[src/rtl/npc_pkg.sv]
package npc_pkg;
  localparam int unsigned AW = 32;
  localparam int unsigned OFFW = 16;
  localparam int unsigned INSTR_BYTES = 4;
  localparam int unsigned ALIGN_BITS = $clog2(INSTR_BYTES);
  typedef logic [AW-1:0] addr_t;
endpackage

[src/rtl/npc_cond.sv]
module npc_cond #(
  parameter int unsigned DW = 32
) (
  input  logic          is_beq,
  input  logic          is_bne,
  input  logic [DW-1:0] opa,
  input  logic [DW-1:0] opb,
  output logic          taken
);
  logic same;
  always_comb begin
    same  = (opa == opb);
    taken = (is_beq & same) | (is_bne & ~same);
  end
endmodule

[src/rtl/npc_target.sv]
module npc_target
  import npc_pkg::*;
(
  input  addr_t           pc,
  input  logic [OFFW-1:0] imm,
  output addr_t           seq,
  output addr_t           tgt
);
  addr_t disp;
  always_comb begin
    seq  = pc + addr_t'(INSTR_BYTES);
    disp = addr_t'({{(AW-OFFW){imm[OFFW-1]}}, imm}) << ALIGN_BITS;
    tgt  = seq + disp;
  end
endmodule

[src/rtl/npc_unit.sv]
module npc_unit
  import npc_pkg::*;
(
  input  logic        clk,
  input  logic        rst_n,
  input  logic        en,
  input  logic        is_beq,
  input  logic        is_bne,
  input  logic [31:0] opa,
  input  logic [31:0] opb,
  input  logic [15:0] imm,
  output logic [31:0] pc,
  output logic [31:0] npc,
  output logic        taken
);
  addr_t pc_q, seq_a, tgt_a;
  logic  tk;

  npc_cond #(.DW(32)) u_cond (
    .is_beq(is_beq), .is_bne(is_bne), .opa(opa), .opb(opb), .taken(tk)
  );

  npc_target u_tgt (.pc(pc_q), .imm(imm), .seq(seq_a), .tgt(tgt_a));

  always_comb npc = tk ? tgt_a : seq_a;

  always_ff @(posedge clk) begin
    if (!rst_n)  pc_q <= '0;
    else if (en) pc_q <= npc;
  end

  assign pc    = pc_q;
  assign taken = tk;


  a_r8_aligned: assert property (@(posedge clk) disable iff (!rst_n)
    (pc[1:0] == 2'b00) && (npc[1:0] == 2'b00));

  a_r7_follow: assert property (@(posedge clk) disable iff (!rst_n)
    en |=> (pc == $past(npc)));

  a_r7_hold: assert property (@(posedge clk) disable iff (!rst_n)
    !en |=> $stable(pc));

  a_r2_idle: assert property (@(posedge clk) disable iff (!rst_n)
    (!is_beq && !is_bne) |-> (!taken && npc == pc + 32'd4));

  a_r1_reset: assert property (@(posedge clk)
    !rst_n |=> (pc == 32'd0));
endmodule

[config.mk]
export PLATFORM = sky130hd
export DESIGN_NAME = npc_unit
export DESIGN_NICKNAME = d
export VERILOG_FILES = /design/src/rtl/npc_pkg.sv /design/src/rtl/npc_cond.sv /design/src/rtl/npc_target.sv /design/src/rtl/npc_unit.sv
export SDC_FILE = /design/constraint.sdc
export NUM_CORES = 1
export LEC_CHECK = 0
export BUFFER_PORTS_ARGS = -buffer_cell sky130_fd_sc_hd__buf_2
export CAP_MARGIN = 30
export CORE_AREA = 2 2 123 125
export DETAILED_ROUTE_END_ITERATION = 16
export DIE_AREA = 0 0 125 127
export PLACE_DENSITY = 0.59
export SETUP_SLACK_MARGIN = 0.3
export SLEW_MARGIN = 20
export SYNTH_ARGS = -nofsm -noshare
export SYNTH_HDL_FRONTEND = slang
export SYNTH_SLANG_ARGS = --single-unit
[constraint.sdc]
create_clock -name clk -period 4.2 [get_ports clk]
set_input_delay 0.21 -clock clk [delete_from_list [all_inputs] [get_ports clk]]
set_output_delay 0.21 -clock clk [all_outputs]
set_load 0.03 [all_outputs]
Word-level counts from Yosys, hierarchy flattened
Cells that the tools add are included.
{"block": "totals", "reg_bits": 32, "inputBits": 85, "output_inout_bits": 65}
{"block": "classes", "add_sub_neg": 2, "n_eq_ne": 1, "n_mux": 1, "n_bitwise": 4}
{"operator": "32-bit by 3-bit adder with 32-bit output, second input constant", "n": 1}
{"operator": "32-bit adder", "n": 1}
{"operator": "32-bit equality test", "n": 1}
{"operator": "32-bit two-way mux", "n": 1}
{"operator": "1-bit AND", "n": 2}
{"operator": "1-bit inverter", "n": 1}
{"operator": "1-bit OR", "n": 1}

Longest topological paths before layout
Gate-level depths: netlist of the first run.
{"block": "depth", "word_depth": 5, "depth_mapped": 16, "depth_no_buf": 15}

By module
A second synthesis of the first run with hierarchy kept.
{"block": "unflattened", "cells_unflattened": 518, "hier_area_um2": 4327.9}
{"mod": "npc_target", "n_inst": 1, "cells_each": 332, "area_per_inst_um2": 2267.2}
{"mod": "npc_unit", "n_inst": 1, "cells_each": 142, "area_per_inst_um2": 1702.9}
{"mod": "npc_cond", "n_inst": 1, "cells_each": 44, "area_per_inst_um2": 357.8}

Worst setup path before layout of the first run
Ideal clock, no wire load.
{"block": "synth_path", "kind": "reg2reg", "startpoint": "reg pc_q[5], in the netlist pc[5]", "endpoint": "reg pc_q[27], in the netlist pc[27]", "t_arrival_ps": 4236, "slack_ps": -96, "stages_incl_launch_ff": 15, "n_path_buf": 0, "period_less_slack_ps": 4296, "path_cell_list": "dfxtp_1 nand4_1 nor4_4 nand2_1 or3_1 xnor2_1 ha_1 nand4_1 nor4_1 a22o_1 a21oi_1 a21boi_0 nor3_1 o31ai_1 o21ba_2"}
{"block": "synth_via", "elab_chain_len": 3}
{"item": "from (decl)", "line": "npc_unit.sv:16", "rtl": "addr_t pc_q, seq_a, tgt_a;"}
{"item": "from (signal assigned)", "line": "npc_unit.sv:29", "rtl": "else if (en) pc_q <= npc;"}
{"item": "32-bit by 3-bit adder with 32-bit output *", "line": "npc_target.sv:11", "rtl": "seq = pc + addr_t'(INSTR_BYTES);"}
{"item": "32-bit adder", "line": "npc_target.sv:13", "rtl": "tgt = seq + disp;"}
{"item": "32-bit two-way mux *", "line": "npc_unit.sv:25", "rtl": "always_comb npc = tk ? tgt_a : seq_a;"}
{"item": "net npc[27]", "line": "npc_unit.sv:13", "rtl": "output logic [31:0] npc,"}
Mark *: on every way through the listed nets, which the timed path passes. The rest lies on a longest branch.
A chain may end at the register's enable or synchronous reset.

Worst setup path after layout of the first run
{"block": "layout_path", "startpoint": "reg pc_q[6], in the netlist pc[6]", "endpoint": "out npc[28]"}
{"block": "layout_via", "elab_chain_len": 3}
{"item": "32-bit by 3-bit adder with 32-bit output *", "line": "npc_target.sv:11"}
{"item": "32-bit adder", "line": "npc_target.sv:13"}
{"item": "32-bit two-way mux *", "line": "npc_unit.sv:25"}
{"item": "to (decl)", "line": "npc_unit.sv:13"}
Every way passes the cells marked *; elsewhere a longest branch is shown, timed or not.

==> results of run 1 <==
[worst min path at each step]
| stage | start | to | slack, ps | depth (start not counted) |
|---|---|---|---|---|
| floorplan | rst_n | pc[31]$_SDFFE_PN0P_ | 380 | 1 |
| global placement | pc[6]$_SDFFE_PN0P_ | pc[6]$_SDFFE_PN0P_ | 530 | 2 |
| detailed placement | pc[6]$_SDFFE_PN0P_ | pc[6]$_SDFFE_PN0P_ | 520 | 2 |
| CTS | rst_n | pc[9]$_SDFFE_PN0P_ | 410 | 2 |
| global route | rst_n | pc[8]$_SDFFE_PN0P_ | 430 | 2 |
| finish | rst_n | pc[7]$_SDFFE_PN0P_ | 440 | 2 |
[cells by family (layout without fill, tap and decap cells)]
group,after synthesis,in the layout,synth area share (%)
mux,10,10,2.52
simple gates,214,214,26.4
other cells,1,4,0.0877
xor+xnor,80,80,16.4
fa+ha+maj,38,38,11.3
buf+inv,40,227,4.16
compound gates,153,153,25.1
flops,30,30,14.1
[report_power, final]
part           leakage, uW  switching (uW)  internal (uW)
Clock            0.0000729             149            235
Sequential        0.000254            41.3            314
Combinational      0.00268             651            465
[stage by stage]
stage | hold WS [ps] | std cells | total power, uW
final | 436 | 940 | 1860
after global routing | 430 | 940 | 1950
after CTS | 413 | 916 | 1700
after detailed placement | 524 | 893 | 1240
after global placement | 525 | 893 | 1250
after floorplan | 377 | 569 | 972
[Yosys cell counts (all sizes together), types with 4 or more instances]
cell	instances
xnor2	65
nand2	53
nor2	48
a21oi	39
ha	37
dfxtp	30
nand4	30
o21ai	27
nand3	19
nor3	18
a21o	15
xor2	15
buf	14
clkbuf	14
a31oi	12
inv	12
a211oi	9
and3	9
o211a	8
or2	7
mux2	6
nor4	6
o21ba	6
and2	5
and4	5
o21a	5
or3	5
a221oi	4
mux2i	4
o31ai	4
[worst max-delay path: stages, from the launching register on]
cell and delay [ps]:
dfxtp_4 340, nand4_1 200, nor4_4 400, buf_4 170, nand2_2 70, buf_4 150
nor3_4 140, xor2_2 110, ha_1 380, nand2_2 100, o211ai_1 270, a31oi_4 150
and3_1 190, o22a_1 170, a41o_1 220, a2111o_1 430, buf_6 160
[layout make-up]
cell class	count	area share, %
clock buffer	6	2.11
clock inverter	2	0.190
inverter	12	0.685
multi-input combinational	499	64.3
sequential	30	9.61
tap	184	3.50
timing repair buffer	207	19.6
[routing by layer]
layer	share of wire, %	GRT usage, %
met5	0	0
met2	50	33.9
met3	7.0	2.97
met1	41	23.4
met4	2.8	7.19
[placed cells by master, fill, tap and decap left out, types with 7 or more instances in the layout]
cell       n
buf_6     16
dfxtp_2   10
buf_4     61
xor2_1    12
nand2_1   42
dfxtp_1   15
a21o_1    13
nand3_1   16
nor2_1    43
buf_2    130
xnor2_1   50
nand2_2    9
a31oi_1    8
a21oi_1   23
xnor2_2   12
ha_4      10
or2_2      7
o21ai_0   21
nand4_1   28
inv_1     10
and3_1     7
ha_1      25
o211a_1    8
a21oi_2   15
nor3_1    12
[timing repair]
item / in CTS / in global routing
setup endpoints to repair: 17 / 16
gates resized for setup: 61 / 122
setup buffers: 15 / 24
pin swaps: 23 / 51
==> reports/results.ini, run 1 <==
[sta]
finalCriticalPeriod_ps=4170
setup_viol=0
fin_crit_sh_pct=99.2
setup_ws_ps=32.0
max_freq_mhz=240
worstMarginPinSlew_ps=681
hold_viol=0
fin_skew_ps=9.11
max_slew_margin_pct=54.6
slew_violations=0
rsz0062_at_grt=true
setup_tns_ps=0

[placed_design]
gp_congestion=0.890
portBuffers=145
place_worst_setup_slack_ps=78.1
placed_area_sq_um=5320
hpwl_microns=12100

[cts]
clock_latency_ps=290
cts_buffer_depth=2
cts_tree=yes
clock-sinks=30
clkSlewWorstSetupHoldPaths_ps=60
cts_buffers=5
cts.htree.levels=2
root_buffer=clkbuf_16
hold_buffers=0

[global_routing]
grt-ovfl-total=0
grt_max_degree=33
antenna_found_initial=0
grt_pass1_wl_microns=24600
grt.total_usage_pct=19.1
grt_pass1_vias=4705

[floorplan]
fp-row-count=44
initial_core_util_pct=29.6
coreArea_sq_um=14400
dieArea_sq_um=15900
die_w_microns=125
dieHeight_microns=127
io_pins=150

[cells_and_area]
utilization_pct=45.6
design_area_sq_um=6580
drive_above_1_share_pct=47.8
fill_cells=1397
final-seq-area_sq_um=632
syn_to_final_growth_pct=53.9
multi_input_area_sq_um=4230
fin_nets=878
n_antenna_cell=0
largest_reg_flops=30

[critical_path]
cp-end-kind=output port
timing.rr.start=pc[6]$_SDFFE_PN0P_
endpoint=npc[28]
r2r_slack_ps=430
crit_path_start_kind=flop
reg2regPathDepth=14
crit_start=pc[6]$_SDFFE_PN0P_
critPathRequiredTime_ps=3990
crit_fanout=4
worstSetupPathType=flop to output port
arrival_ps=3960
timing.rr.end=pc[31]$_SDFFE_PN0P_

[logic_synthesis]
synth-seq-cells=30
syn_area_sq_um=4270
synth_top_cell_by_area=dfxtp_1
synth_top_area_share_pct=14.1
async_reset_ff_share_pct=0
ys_top_cells_by_area=dfxtp_1 (14%), xnor2_1 (13%), ha_1 (11%)
yosysUniqueCellTypes=72
synth_cells=566
yosysWarnings=0
ys.flop_type=dfxtp_1
syn_avg_cell_area_sq_um=7.55
yosysSeqAreaShare_pct=14.1
synth_edf_count=0

[worst_hold_path]
worstHoldPathType=input port to flop

[pwr]
peakVddDrop_v=0.000140
p_leak_uw=0.00300
power_density_nw_per_um2=282

[drt]
ant_nets=0
drt-vias-per-instance=5.48
firstDrtPassIters=5
drt_iter0_markers=429
drc=0
vias=5148
drt_wl_total_microns=16800
wl_per_cell_microns=17.8

[flow_run]
max-cap-violations=0

[run_status]
status=finished clean

Power figures use the tool's default switching activity.
==> run 2: changes to the inputs <==
CORE_AREA = 2 2 110 139   (was 2 2 123 125)
DIE_AREA = 0 0 112 141   (was 0 0 125 127)
REMOVE_ABC_BUFFERS = 1   (was not set)
TNS_END_PERCENT = 100   (was not set)
==> run 2 against run 1 <==
Compared with the run above:
- worst setup slack better by 45 ps
- design area is 4.8% lower
- sequential share of layout area is 0.30 points higher
- core utilization shrank 2.8 points
==> reports/results.ini, run 2 (synthesis gave the netlist of run 1 again) <==
[sta]
max_freq_mhz=243  ; +1.1%
fin_crit_sh_pct=98.2  ; -1.1 points
worstMarginPinSlew_ps=648  ; -33.9 ps
slew_violations=0  ; unchanged
fin_skew_ps=9.37  ; +0.264 ps
hold_viol=0  ; unchanged
setup_ws_ps=76.5  ; +44.5 ps
setup_tns_ps=0  ; unchanged
setup_viol=0  ; unchanged
max_slew_margin_pct=56.8  ; +2.3 points
finalCriticalPeriod_ps=4120  ; -44.5 ps
rsz0062_at_grt=true

[floorplan]
fp-row-count=50  ; +14%
initial_core_util_pct=29.2  ; -0.44 points
dieArea_sq_um=15800  ; -0.52%
coreArea_sq_um=14600  ; +1.5%
die_w_microns=112  ; -10%
dieHeight_microns=141  ; +11%
io_pins=150  ; unchanged

[cells_and_area]
syn_to_final_growth_pct=46.5
drive_above_1_share_pct=43.1  ; -4.6 points
layout_commonest_cell=buf_2
n_antenna_cell=0  ; unchanged
largest_reg_flops=30  ; unchanged
utilization_pct=42.8  ; -2.8 points
fin_nets=871  ; -0.80%
design_area_sq_um=6260  ; -4.8%
final_cell_mix=buf_2 (130), buf_4 (60), xnor2_1 (56), nand2_1 (46), nor2_1 (42)

[pwr]
p_leak_uw=0.00290  ; -3.6%
power_density_nw_per_um2=286  ; +1.4%
peakVddDrop_v=0.000153  ; +10%
p_total_uw=1790  ; -3.4%

[critical_path]
crit_path_start_kind=flop
crit_fanout=6  ; +2
cp-end-kind=output port
arrival_ps=3910  ; -50 ps
cpMostUsedCell=nand4_1
critPathRequiredTime_ps=3990  ; about the same
worstSetupPathType=flop to output port
path_cells=nand4_1 > nor4_4 > buf_4 > nand4_1 > xnor2_2 > ha_2 > and3_1 > nand3_1 > a21o_1 > a31o_1 > a41o_1 > a2111o_1 > buf_6
cp_slowest_cell=ha_2
slowest_delay_ps=470  ; +40 ps

[run_status]
status=finished clean

[cts]
clock_latency_ps=290  ; about the same
root_buffer=clkbuf_16
clkSlewWorstSetupHoldPaths_ps=60  ; about the same
clock-sinks=30  ; unchanged
cts_buffers=5  ; unchanged
cts_buffer_depth=2  ; unchanged
cts_tree=yes
hold_buffers=0  ; unchanged
cts.htree.levels=2  ; unchanged

[placed_design]
gp_congestion=0.884  ; -0.63%
portBuffers=145  ; unchanged
placed_area_sq_um=5260  ; -1.2%
hpwl_microns=12100  ; +0.27%
place_worst_setup_slack_ps=19.4  ; -58.7 ps

[global_routing]
grt_use_met2_pct=35.6  ; +1.8 points
grt_pass1_wl_microns=24500  ; -0.39%
use_met3_pct=2.54  ; -0.44 points
gr-max-usage-layer=met2
antenna_found_initial=0  ; unchanged
grt.total_usage_pct=19.2  ; +0.12 points
grt-ovfl-total=0  ; unchanged
grt.met1_usage_pct=20.7  ; -2.7 points
grt_pass1_vias=4806  ; +2.1%
grt_max_degree=33  ; unchanged

[drt]
ant_nets=0  ; unchanged
drt-vias-per-instance=5.52  ; +0.83%
drt_iter0_markers=268  ; -38%
vias=5141  ; -0.14%
drc=0  ; unchanged
firstDrtPassIters=4  ; -1
wl_per_cell_microns=17.6  ; -1.2%
drt_wl_total_microns=16400  ; -2.2%

[worst_hold_path]
worstHoldPathType=input port to flop

[flow_run]
max-cap-violations=0  ; unchanged

[run 2: changes by cell type in the layout (fill, tap and decap cells not counted), sizes merged]
cell    delta
clkbuf     +2
buf        -9
[run 2: report_power, final]
part	switching, uW	total (uW)	internal [uW]
Clock	154	389	235
Sequential	40.9	353	313
Combinational	623	1050	426
Total	817	1790	974
[run 2: final cells by class]
type / instances / area, sq um
Sequential cell: 30 / 621
Tap cell: 182 / 228
Clock inverter: 2 / 12.5
Inverter: 12 / 45.0
Timing Repair Buffer: 200 / 1210
Fill cell: 1522 / 8380
Multi-Input combinational cell: 499 / 4010
Clock buffer: 6 / 139
[run 2: metrics by stage]
step                      cells  hold WS [ps]
after global placement      888           535
after global routing        931           424
after floorplan             541           310
final                       931           411
after CTS                   918           390
after detailed placement    888           539
[run 2: routing by layer]
layer | vias up | wire, microns
met3 | 60 | 979
met1 | 2378 | 6200
met5 | - | 0
li1 | 2448 | -
met2 | 255 | 8380
met4 | 0 | 828
[run 2: timing repair]
action                                  4_1_cts  5_1_grt
pin swaps                                    30       18
gates resized for setup                      75       69
endpoints found under the setup margin       16       18
buffers inserted                             22       13
gates cloned                                  0        0
[run 2: worst paths after layout]
path	start	to	slack (ps)	cells past startpoint
worst min-delay path	rst_n	pc[8]$_SDFFE_PN0P_	410	2
worst max register to register	pc[8]$_SDFFE_PN0P_	pc[18]$_SDFFE_PN0P_	400	15
worst max-delay path	pc[8]$_SDFFE_PN0P_	npc[28]	80	13
worst min register to register	pc[31]$_SDFFE_PN0P_	pc[31]$_SDFFE_PN0P_	540	1
[run 2: critical path: cells and delay by family (launching register included)]
family / cells / cell delay (ps)
buf+inv: 2 / 360
simple gates: 5 / 1050
fa+ha+maj: 1 / 470
xor+xnor: 1 / 220
flops: 1 / 370
compound gates: 4 / 1140
==> run 3: changes to the inputs <==
CAP_MARGIN = 20   (was 30)
SETUP_SLACK_MARGIN = not set   (was 0.3)
==> run 3 against run 2 <==
Compared with the run above:
- sequential cell count did not move
- combinational power fell by 11%
- non-clock buffer count fell by 27
- clock power barely moved
- critical path depth rose by 2
- count of clock-buffer cells in the layout did not move
- global-route usage fell by 0.93 points
- worst setup slack got worse by 23 ps
- die area did not move
- sequential power barely moved
- routed wire length fell by 5.6%
- via count fell by 4.5%
- highest routed layer unchanged
==> reports/results.ini, run 3 (synthesis gave the netlist of run 1 again) <==
[run_status]
status=finished clean

[drt]
vias=4911  ; -4.5%
firstDrtPassIters=5  ; +1
wl_per_cell_microns=17.1  ; -2.7%
drc=0  ; unchanged
ant_nets=0  ; unchanged
drt-vias-per-instance=5.43  ; -1.6%
drt_iter0_markers=295  ; +10%
drt_wl_total_microns=15500  ; -5.6%

[floorplan]
initial_core_util_pct=29.2  ; unchanged
io_pins=150  ; unchanged
dieHeight_microns=141  ; unchanged
fp-row-count=50  ; unchanged
dieArea_sq_um=15800  ; unchanged
coreArea_sq_um=14600  ; unchanged
die_w_microns=112  ; unchanged

[critical_path]
slowest_delay_ps=480  ; about the same
worstSetupPathType=flop to output port
timing.rr.end=pc[28]$_SDFFE_PN0P_
cpMostUsedCell=nand2_1
r2r_slack_ps=490  ; +90 ps
critPathRequiredTime_ps=3990  ; about the same
cp-end-kind=output port
crit_path_start_kind=flop
arrival_ps=3940  ; +30 ps
path_cells=nand4_1 > nor4_4 > nand2_1 > or3_1 > xnor2_1 > ha_1 > buf_4 > nand2_1 > o21a_1 > nand2_1 > a211oi_2 > a21oi_1 > or3b_2 > nand2_1 > buf_2
reg2regPathDepth=14  ; -1
cp_slowest_cell=or3b_2
timing.rr.start=pc[14]$_SDFFE_PN0P_
crit_fanout=6  ; unchanged

[worst_hold_path]
worstHoldPathType=input port to flop
hp-start=rst_n
hold_depth=2  ; unchanged
worst_hold_path.endpoint=pc[8]$_SDFFE_PN0P_

[sta]
max_slew_margin_pct=57.0  ; +0.17 points
setup_viol=0  ; unchanged
setup_tns_ps=0  ; unchanged
slew_violations=0  ; unchanged
worstMarginPinSlew_ps=645  ; -2.53 ps
fin_skew_ps=7.87  ; -1.50 ps
max_freq_mhz=241  ; -0.55%
fin_crit_sh_pct=98.7  ; +0.54 points
hold_viol=0  ; unchanged
rsz0062_at_grt=true
finalCriticalPeriod_ps=4150  ; +22.9 ps
setup_ws_ps=53.6  ; -22.9 ps
hold-worst-slack_ps=408  ; -3.08 ps

[cells_and_area]
layout_commonest_cell=buf_2
finalNonFillerCells=904  ; -2.9%
n_antenna_cell=0  ; unchanged
largest_reg_flops=30  ; unchanged
fin_nets=844  ; -3.1%
syn_to_final_growth_pct=34.2
utilization_pct=39.2  ; -3.6 points
drive_above_1_share_pct=35.0  ; -8.1 points
final_cell_mix=buf_2 (142), xnor2_1 (60), nand2_1 (52), nor2_1 (44), a21oi_1 (36)

[cts]
clock_latency_ps=290  ; about the same
root_buffer=clkbuf_16
cts_buffer_depth=2  ; unchanged
cts.htree.levels=2  ; unchanged
clock-sinks=30  ; unchanged
clkSlewWorstSetupHoldPaths_ps=60  ; about the same
cts_tree=yes
cts_buffers=5  ; unchanged

[global_routing]
antenna_found_initial=0  ; unchanged
grt_pass1_wl_microns=23300  ; -5.0%
grt-ovfl-total=0  ; unchanged
grt_max_degree=33  ; unchanged
grt.total_usage_pct=18.3  ; -0.93 points
grt_pass1_vias=4603  ; -4.2%

[pwr]
p_leak_uw=0.00269  ; -7.2%
peakVddDrop_v=0.000148  ; -3.6%
power_density_nw_per_um2=292  ; +2.1%

[flow_run]
max-cap-violations=0  ; unchanged

[placed_design]
gp_congestion=0.884  ; unchanged
place_worst_setup_slack_ps=19.4  ; unchanged
placed_cells=888  ; unchanged
portBuffers=145  ; unchanged
hpwl_microns=12100  ; unchanged

-- run 3: repair_timing --
item | CTS | global route
setup endpoints to repair | 5 | 14
pin swaps | 4 | 12
gates resized for setup | 15 | 44
buffers inserted | 2 | 6
hold buffers | 0 | 0
-- run 3: worst max-delay path by stage --
stage,start,end,slack (ps)
2_1_floorplan,pc[5]$_SDFFE_PN0P_,pc[27]$_SDFFE_PN0P_,-100
3_3_place_gp,pc[8]$_SDFFE_PN0P_,npc[31],20
3_5_place_dp,pc[7]$_SDFFE_PN0P_,npc[31],20
4_1_cts,pc[8]$_SDFFE_PN0P_,npc[26],0.7
5_1_grt,pc[7]$_SDFFE_PN0P_,npc[26],-130
6_report,pc[7]$_SDFFE_PN0P_,npc[26],50
-- run 3: through the flow --
| step | total power (uW) | instance area [sq um] |
|---|---|---|
| floorplan | 949 | 4150 |
| detailed placement | 1230 | 5260 |
| global route | 1760 | 5740 |
| finish | 1680 | 5740 |
| global placement | 1230 | 5260 |
| CTS | 1630 | 5490 |
-- run 3: layout make-up --
cell class	count	area, sq um
repair buffers	173	947
fillers	1589	8900
flip-flops and latches	30	613
multi-input cells	499	3750
clock buffers	6	139
clock inverters	2	12.5
well taps	182	228
inverters	12	45.0
-- run 3: power breakdown --
part	internal, uW	switching, uW	total, uW	leakage, uW
Combinational	358	576	934	0.00236
Sequential	312	39.6	352	0.000251
Clock	235	154	389	0.0000729
-- run 3: worst max-delay path: cells and delay by family (launching register included) --
kind	cells	cell delay, ps
AO/OA/AOI/OAI	3	540
XOR/XNOR	1	200
adder cells (fa/ha/maj)	1	280
buffers and inverters	2	370
flip-flops	1	370
AND/OR/NAND/NOR	8	1880
-- run 3: per-layer routing --
metal	track usage, %	share of wire (%)
met2	33.8	51
met3	2.19	5.6
met5	0	0
met4	10.3	4.8
met1	20.2	39
